**src/rtl/ft_sram_pkg.sv**
```systemverilog
package ft_sram_pkg;

    localparam int BURST_W = 2;

    typedef logic [BURST_W-1:0] burst_t;

    // Next low address bits of a burst.
    function automatic burst_t burst_low(input logic interleave, input burst_t start,
                                         input burst_t cnt_nx, input burst_t cur);
        burst_t r;
        if (interleave) r = start ^ cnt_nx;
        else            r = cur + burst_t'(1);
        return r;
    endfunction

endpackage

```
**src/rtl/ft_wr_decode.sv**
```systemverilog
module ft_wr_decode #(
    parameter int LANES = 4
) (
    input  logic             wr_all_n,
    input  logic             lane_wr_en_n,
    input  logic [LANES-1:0] lane_wr_n,
    output logic [LANES-1:0] lane_mask
);
    // Priority: all-lane write, then per-lane writes, else read.
    always_comb begin
        if (!wr_all_n)          lane_mask = '1;
        else if (!lane_wr_en_n) lane_mask = ~lane_wr_n;
        else                    lane_mask = '0;
    end
endmodule

```
**src/rtl/ft_ctrl.sv**
```systemverilog
module ft_ctrl
    import ft_sram_pkg::*;
#(
    parameter int ADDR_W = 6,
    parameter int LANES  = 4
) (
    input  logic              clk,
    input  logic              rst_n,
    input  logic              en_a_n,
    input  logic              en_b,
    input  logic              en_c_n,
    input  logic              cpu_ld_n,
    input  logic              ctl_ld_n,
    input  logic              step_n,
    input  logic              order_sel,
    input  logic              sleep,
    input  logic [ADDR_W-1:0] addr,
    input  logic [LANES-1:0]  lane_mask,
    output logic [ADDR_W-1:0] acc_addr,
    output logic              rd_act,
    output logic              slp_act,
    output logic              wr_en,
    output logic [ADDR_W-1:0] wr_addr
);
    typedef struct packed {
        logic [ADDR_W-1:0] addr;
        burst_t            start;
        burst_t            cnt;
        logic              active;
        logic              rd;
        logic              slp;
    } ctl_state_t;

    ctl_state_t st_q, st_d;
    logic       sel, strobe;
    burst_t     cnt_nx;

    assign sel    = !en_a_n && en_b && !en_c_n;
    assign strobe = !cpu_ld_n || !ctl_ld_n;
    assign cnt_nx = st_q.cnt + burst_t'(1);

    always_comb begin
        st_d    = st_q;
        wr_en   = 1'b0;
        wr_addr = st_q.addr;
        if (sleep) begin
            st_d.slp    = 1'b1;
            st_d.active = 1'b0;
            st_d.rd     = 1'b0;
        end else begin
            st_d.slp = 1'b0;
            if (strobe) begin
                if (sel) begin
                    st_d.addr   = addr;
                    st_d.start  = addr[BURST_W-1:0];
                    st_d.cnt    = '0;
                    st_d.active = 1'b1;
                    if (!cpu_ld_n || lane_mask == '0) begin
                        st_d.rd = 1'b1;
                    end else begin
                        st_d.rd = 1'b0;
                        wr_en   = 1'b1;
                        wr_addr = addr;
                    end
                end else begin
                    st_d.active = 1'b0;
                    st_d.rd     = 1'b0;
                end
            end else if (st_q.active) begin
                if (!step_n) begin
                    st_d.cnt = cnt_nx;
                    st_d.addr[BURST_W-1:0] = burst_low(order_sel, st_q.start, cnt_nx,
                                                       st_q.addr[BURST_W-1:0]);
                end
                if (lane_mask != '0) begin
                    wr_en   = 1'b1;
                    wr_addr = st_d.addr;
                    st_d.rd = 1'b0;
                end
            end
        end
    end

    always_ff @(posedge clk or negedge rst_n) begin
        if (!rst_n) st_q <= '0;
        else        st_q <= st_d;
    end

    assign acc_addr = st_q.addr;
    assign rd_act   = st_q.rd;
    assign slp_act  = st_q.slp;

    AST_DESEL_IDLE: assert property (@(posedge clk) disable iff (!rst_n)
        (strobe && !sel && !sleep) |=> !rd_act);
    AST_CPU_READ: assert property (@(posedge clk) disable iff (!rst_n)
        (!cpu_ld_n && sel && !sleep) |=> rd_act);
    AST_HOLD_ADDR: assert property (@(posedge clk) disable iff (!rst_n)
        (!sleep && cpu_ld_n && ctl_ld_n && step_n) |=> $stable(acc_addr));
    AST_LINEAR_STEP: assert property (@(posedge clk) disable iff (!rst_n)
        (!sleep && cpu_ld_n && ctl_ld_n && !step_n && st_q.active && !order_sel)
        |=> acc_addr[BURST_W-1:0] == $past(acc_addr[BURST_W-1:0]) + burst_t'(1));
    AST_WRITE_QUIET: assert property (@(posedge clk) disable iff (!rst_n)
        wr_en |=> !rd_act);
endmodule

```
**src/rtl/ft_array.sv**
```systemverilog
module ft_array #(
    parameter int ADDR_W = 6,
    parameter int LANES  = 4,
    parameter int LANE_W = 9,
    localparam int DEPTH  = 1 << ADDR_W,
    localparam int DATA_W = LANES * LANE_W
) (
    input  logic              clk,
    input  logic              wr_en,
    input  logic [ADDR_W-1:0] wr_addr,
    input  logic [LANES-1:0]  lane_mask,
    input  logic [DATA_W-1:0] wr_data,
    input  logic [ADDR_W-1:0] rd_addr,
    output logic [DATA_W-1:0] rd_data
);
    for (genvar g = 0; g < LANES; g++) begin : g_lane
        logic [LANE_W-1:0] lane_mem [DEPTH];

        always_ff @(posedge clk) begin
            if (wr_en && lane_mask[g])
                lane_mem[wr_addr] <= wr_data[g*LANE_W +: LANE_W];
        end

        assign rd_data[g*LANE_W +: LANE_W] = lane_mem[rd_addr];
    end
endmodule

```
**src/rtl/ft_burst_sram.sv**
```systemverilog
module ft_burst_sram #(
    parameter int ADDR_W = 6,
    parameter int LANES  = 4,
    parameter int LANE_W = 9,
    localparam int DATA_W = LANES * LANE_W
) (
    input  logic              clk,
    input  logic              rst_n,
    input  logic              en_a_n,
    input  logic              en_b,
    input  logic              en_c_n,
    input  logic              cpu_ld_n,
    input  logic              ctl_ld_n,
    input  logic              step_n,
    input  logic              order_sel,
    input  logic              wr_all_n,
    input  logic              lane_wr_en_n,
    input  logic [LANES-1:0]  lane_wr_n,
    input  logic              out_en_n,
    input  logic              sleep,
    input  logic [ADDR_W-1:0] addr,
    input  logic [DATA_W-1:0] wr_data,
    output logic [DATA_W-1:0] rd_data,
    output logic              bus_drive
);
    logic [LANES-1:0]  lane_mask;
    logic [ADDR_W-1:0] acc_addr, wr_addr;
    logic              rd_act, slp_act, wr_en;

    ft_wr_decode #(.LANES(LANES)) u_dec (
        .wr_all_n(wr_all_n), .lane_wr_en_n(lane_wr_en_n),
        .lane_wr_n(lane_wr_n), .lane_mask(lane_mask)
    );

    ft_ctrl #(.ADDR_W(ADDR_W), .LANES(LANES)) u_ctl (
        .clk(clk), .rst_n(rst_n), .en_a_n(en_a_n), .en_b(en_b), .en_c_n(en_c_n),
        .cpu_ld_n(cpu_ld_n), .ctl_ld_n(ctl_ld_n), .step_n(step_n),
        .order_sel(order_sel), .sleep(sleep), .addr(addr), .lane_mask(lane_mask),
        .acc_addr(acc_addr), .rd_act(rd_act), .slp_act(slp_act),
        .wr_en(wr_en), .wr_addr(wr_addr)
    );

    ft_array #(.ADDR_W(ADDR_W), .LANES(LANES), .LANE_W(LANE_W)) u_mem (
        .clk(clk), .wr_en(wr_en), .wr_addr(wr_addr), .lane_mask(lane_mask),
        .wr_data(wr_data), .rd_addr(acc_addr), .rd_data(rd_data)
    );

    assign bus_drive = rd_act && !out_en_n && !slp_act;

    AST_SLEEP_HIZ: assert property (@(posedge clk) disable iff (!rst_n)
        sleep |=> !bus_drive);
    AST_OE_GATE: assert property (@(posedge clk) disable iff (!rst_n)
        out_en_n |-> !bus_drive);
endmodule

```
**config.mk**
```make
export PLATFORM = sky130hd
export DESIGN_NAME = ft_burst_sram
export DESIGN_NICKNAME = d
export VERILOG_FILES = /design/src/rtl/ft_sram_pkg.sv /design/src/rtl/ft_wr_decode.sv /design/src/rtl/ft_ctrl.sv /design/src/rtl/ft_array.sv /design/src/rtl/ft_burst_sram.sv
export SDC_FILE = /design/constraint.sdc
export NUM_CORES = 2
export LEC_CHECK = 0
export CELL_PAD_IN_SITES_DETAIL_PLACEMENT = 1
export CELL_PAD_IN_SITES_GLOBAL_PLACEMENT = 1
export CORE_MARGIN = 8
export CORE_UTILIZATION = 54
export CTS_CLUSTER_DIAMETER = 100
export DETAILED_ROUTE_END_ITERATION = 7
export PLACE_DENSITY_LB_ADDON = 0.1
export SYNTH_ARGS = -nofsm -noshare
export SYNTH_HDL_FRONTEND = slang
export SYNTH_SLANG_ARGS = --single-unit
```
**constraint.sdc**
```tcl
create_clock -name clk -period 4.3 [get_ports clk]
set_clock_uncertainty 0.1 [all_clocks]
set_input_delay 0.43 -clock clk [delete_from_list [all_inputs] [get_ports clk]]
set_output_delay 0.43 -clock clk [all_outputs]
set_load 0.02 [all_outputs]
```
==> key figures <==
Status
  • Status: finished, final reports clean

Timing
  • Final hold violations: 0
  • Hold slack final: 0.138 ns
  • Final setup violation count: 0
  • Slew Limit Fails: 0
  • Max Fclk: 235 MHz
  • Min cycle time layout: 4.26 ns
  • Relative slew slack: 7.98%
  • Worst-Margin Slew: 1.38 ns
  • Period utilisation layout: 99.1%

Setup path
  • Crit path kind: reg2out
  • Reg2Reg Setup Slack: 0.42 ns
  • R2R Path End: u_mem.g_lane[2].lane_mem[34][4]
  • WP data required: 3.77 ns
  • FF-to-FF Start: u_ctl.acc_addr[1]
  • Critical Path AT: 3.73 ns
  • Worst r2r path cells: 9
  • CP max FO: 41
  • Startpoint types: flip-flop
  • Worst Setup End Kind: output pin

Finish
  • Layout area overhead: 16.8%
  • Most frequent cells in the layout: 2304 x edfxtp_1, 582 x mux4_2, 479 x buf_4
  • Layout cells sized above 1: 33.1%
  • Footprint of the multi-input gates: 19500 um^2
  • Non-Filler Instances: 7091
  • Fill cell count: 13300
  • Commonest non-fill, non-tap cell in the layout: edfxtp_1
  • Fin util: 63.5%
  • Total Nets Final: 4764
  • Sequential standard cell area: 69500 um^2

Placed design
  • Detailed Place HPWL: 169000 um
  • PortBufs: 95
  • Placed Cells: 6610
  • GPL Wtd Cong: 0.843

Run
  • Max-Cap Viols: 0

Die
  • Ports: 96
  • Core area: 165000 um^2
  • Die height: 423 um
  • Die Area: 179000 um^2
  • DIE WIDTH: 423 um
  • Initial Utilization: 54.3%
  • FP Rows: 149

Global routing
  • Grt ovf: 0
  • Vias in the first global route: 48300
  • All-Layer GR Usage: 29.6%
  • Largest net degree at the start of global routing: 89
  • First-pass GRT wire length: 375000 um
  • Antenna violations before repair: 18

Synth
  • Cell Area, Synth: 89500 um^2
  • Top_reg_cell synth: edfxtp_1
  • Synth Instances: 4086
  • Seq cells post-synth: 2317
  • Ys async rst share: 0.561%
  • Seq/Total Area, Yosys: 77.6%
  • Synthesis Warnings: 0
  • Syn Nets: 4145
  • Distinct cell type count after synthesis: 72
  • Avg Cell Area, Syn: 21.9 um^2
  • Post-synth EDFFs: 2304

Drt
  • DRC errors left: 0
  • DRT antenna net count: 0
  • Avg WL per Cell: 37.9 um
  • Pre-antenna DRT Iters: 7
  • WL final: 269000 um
  • DRT iter0 DRCs: 6302
  • Via count: 47400
  • Vias/cell: 6.68

Worst hold path
  • Hold EP: u_mem.g_lane[1].lane_mem[22][3]
  • Hold/Removal Path Class: in2reg
  • HP Start: wr_data[12]
  • Hold depth: 2

Clocking
  • CTS HTree Levels: 4
  • Clock latency on the worst-skew pair: 0.86 ns
  • Maximum root-to-sink buffer count: 3
  • Num Clock Sinks: 2317
  • CTS root buf: clkbuf_16
  • TritonCTS clock tree: built
  • Reg clk slew, reported paths: 0.06 ns
  • Num CTS Buffers: 226

Power and ir drop
  • Static Leak: 32.5 nW
  • PwrDens: 496 nW/um^2
  • Worst vdd rail ir drop: 0.470 mV
## flip-flops by register name (all words and copies together) (netlist names)
| signal | cells |
|---|---|
| u_ctl.slp_act | 1 |
| u_ctl.rd_act | 1 |
| u_ctl.acc_addr | 6 |
| u_mem.g_lane.lane_mem | 2304 |
| u_ctl.st_q | 5 |
## stage by stage
step / setup TNS (ns) / setup slack (ns) / power [mW] / instance area, um^2
2_1_floorplan: 0 / 0.844 / 29.2 / 89500
3_3_place_gp: 0 / 0.128 / 32.9 / 96100
3_5_place_dp: 0 / 0.0258 / 33.0 / 96100
4_1_cts: -0.0713 / -0.0651 / 52.1 / 104000
5_1_grt: -0.0121 / -0.00821 / 53.0 / 105000
6_report: 0 / 0.0399 / 51.9 / 105000
## Yosys cell counts (2+ instances only)
cell,n,area share [%]
edfxtp_1,2304,77
mux4_2,582,15
nor2_1,191,0.80
o22ai_1,127,0.89
clkbuf_1,124,0.52
nor3_1,91,0.51
buf_2,81,0.45
nand2_1,64,0.27
a22oi_1,55,0.46
a211oi_1,47,0.39
nor2b_1,42,0.29
mux2i_1,39,0.44
nand3_1,35,0.20
o22a_1,27,0.26
nor4_1,26,0.18
buf_4,25,0.21
o221ai_1,25,0.24
o21ai_0,16,0.089
buf_1,13,0.055
dfrtp_1,13,0.36
nand4_1,13,0.091
a21oi_1,12,0.067
a221oi_1,12,0.12
nor3_2,10,0.11
and3_1,9,0.063
and2_1,8,0.056
nand2b_1,8,0.056
a22o_1,6,0.059
a31oi_1,6,0.042
buf_6,6,0.075
mux2_2,6,0.075
o31ai_1,5,0.042
or2_2,5,0.035
nor3b_1,4,0.034
inv_1,3,0.013
o21ai_2,3,0.029
or3_1,3,0.021
a21boi_0,2,0.017
and3_2,2,0.017
mux2_4,2,0.034
nand4b_1,2,0.020
o2111ai_1,2,0.020
## power breakdown
part / internal, mW / total, mW / switching (mW) / leakage [nW]
Sequential: 24.9 / 24.9 / 0.0661 / 20.9
Clock: 10.4 / 18.7 / 8.28 / 3.35
Combinational: 3.27 / 8.27 / 5.00 / 8.25
## layout make-up
cell class / count / share of cell area [%]
multi-input cells: 1517 / 18.6
diodes: 16 / 0.0383
repair buffers: 640 / 5.70
well taps: 2189 / 2.62
inverters: 3 / 0.0108
flip-flops and latches: 2317 / 66.5
clock buffers: 291 / 5.72
clock inverters: 118 / 0.840
## routing by layer
layer	track usage (%)	share of wire, %	wire length [um]	vias to the layer above
met1	41.9	39	106000	25700
met4	11.3	4.0	10700	12
met2	46.3	48	128000	2524
met5	0	0.026	71	-
met3	5.64	8.9	23900	449
li1	-	-	-	18700
## cell families (layout without fill, tap and decap cells)
logic type      after synthesis  after routing  share of synthesized area [%]
other cells                   0             16                              0
buf+inv                     252           1052                           1.32
simple gates                524            524                           2.88
mux                         629            629                           15.2
compound gates              362            362                           2.94
flops                      2317           2317                           77.6
xor+xnor                      2              2                         0.0363
## repair_timing
item	CTS	global route
endpoints found under the hold margin	103	0
gates cloned	15	2
buffers inserted	26	6
pin swaps	6	2
setup endpoints to repair	36	7
hold buffers	7	0
resized for setup	155	2
## worst max-delay path by stage
stage	end	slack, ns	startpoint	cells past startpoint
floorplan	u_mem.g_lane[2].lane_mem[56][0]	0.84	en_a_n	6
global placement	u_mem.g_lane[2].lane_mem[34][3]	0.13	sleep	8
detailed placement	u_mem.g_lane[2].lane_mem[34][3]	0.03	sleep	8
CTS	rd_data[35]	-0.07	u_ctl.acc_addr[0]	9
global route	rd_data[5]	-0.008	u_ctl.acc_addr[0]	9
finish	rd_data[31]	0.04	u_ctl.acc_addr[2]	9
## critical path: stages, from the launching register on
cell and delay (ns):
dfrtp_4 0.47, buf_4 0.17, buf_4 0.15, buf_4 0.17
bufbuf_16 0.43, mux4_2 0.37, o221ai_1 0.43, o21ai_0 0.18
and3_1 0.26, buf_4 0.18
(Power assumes the default switching activity.)
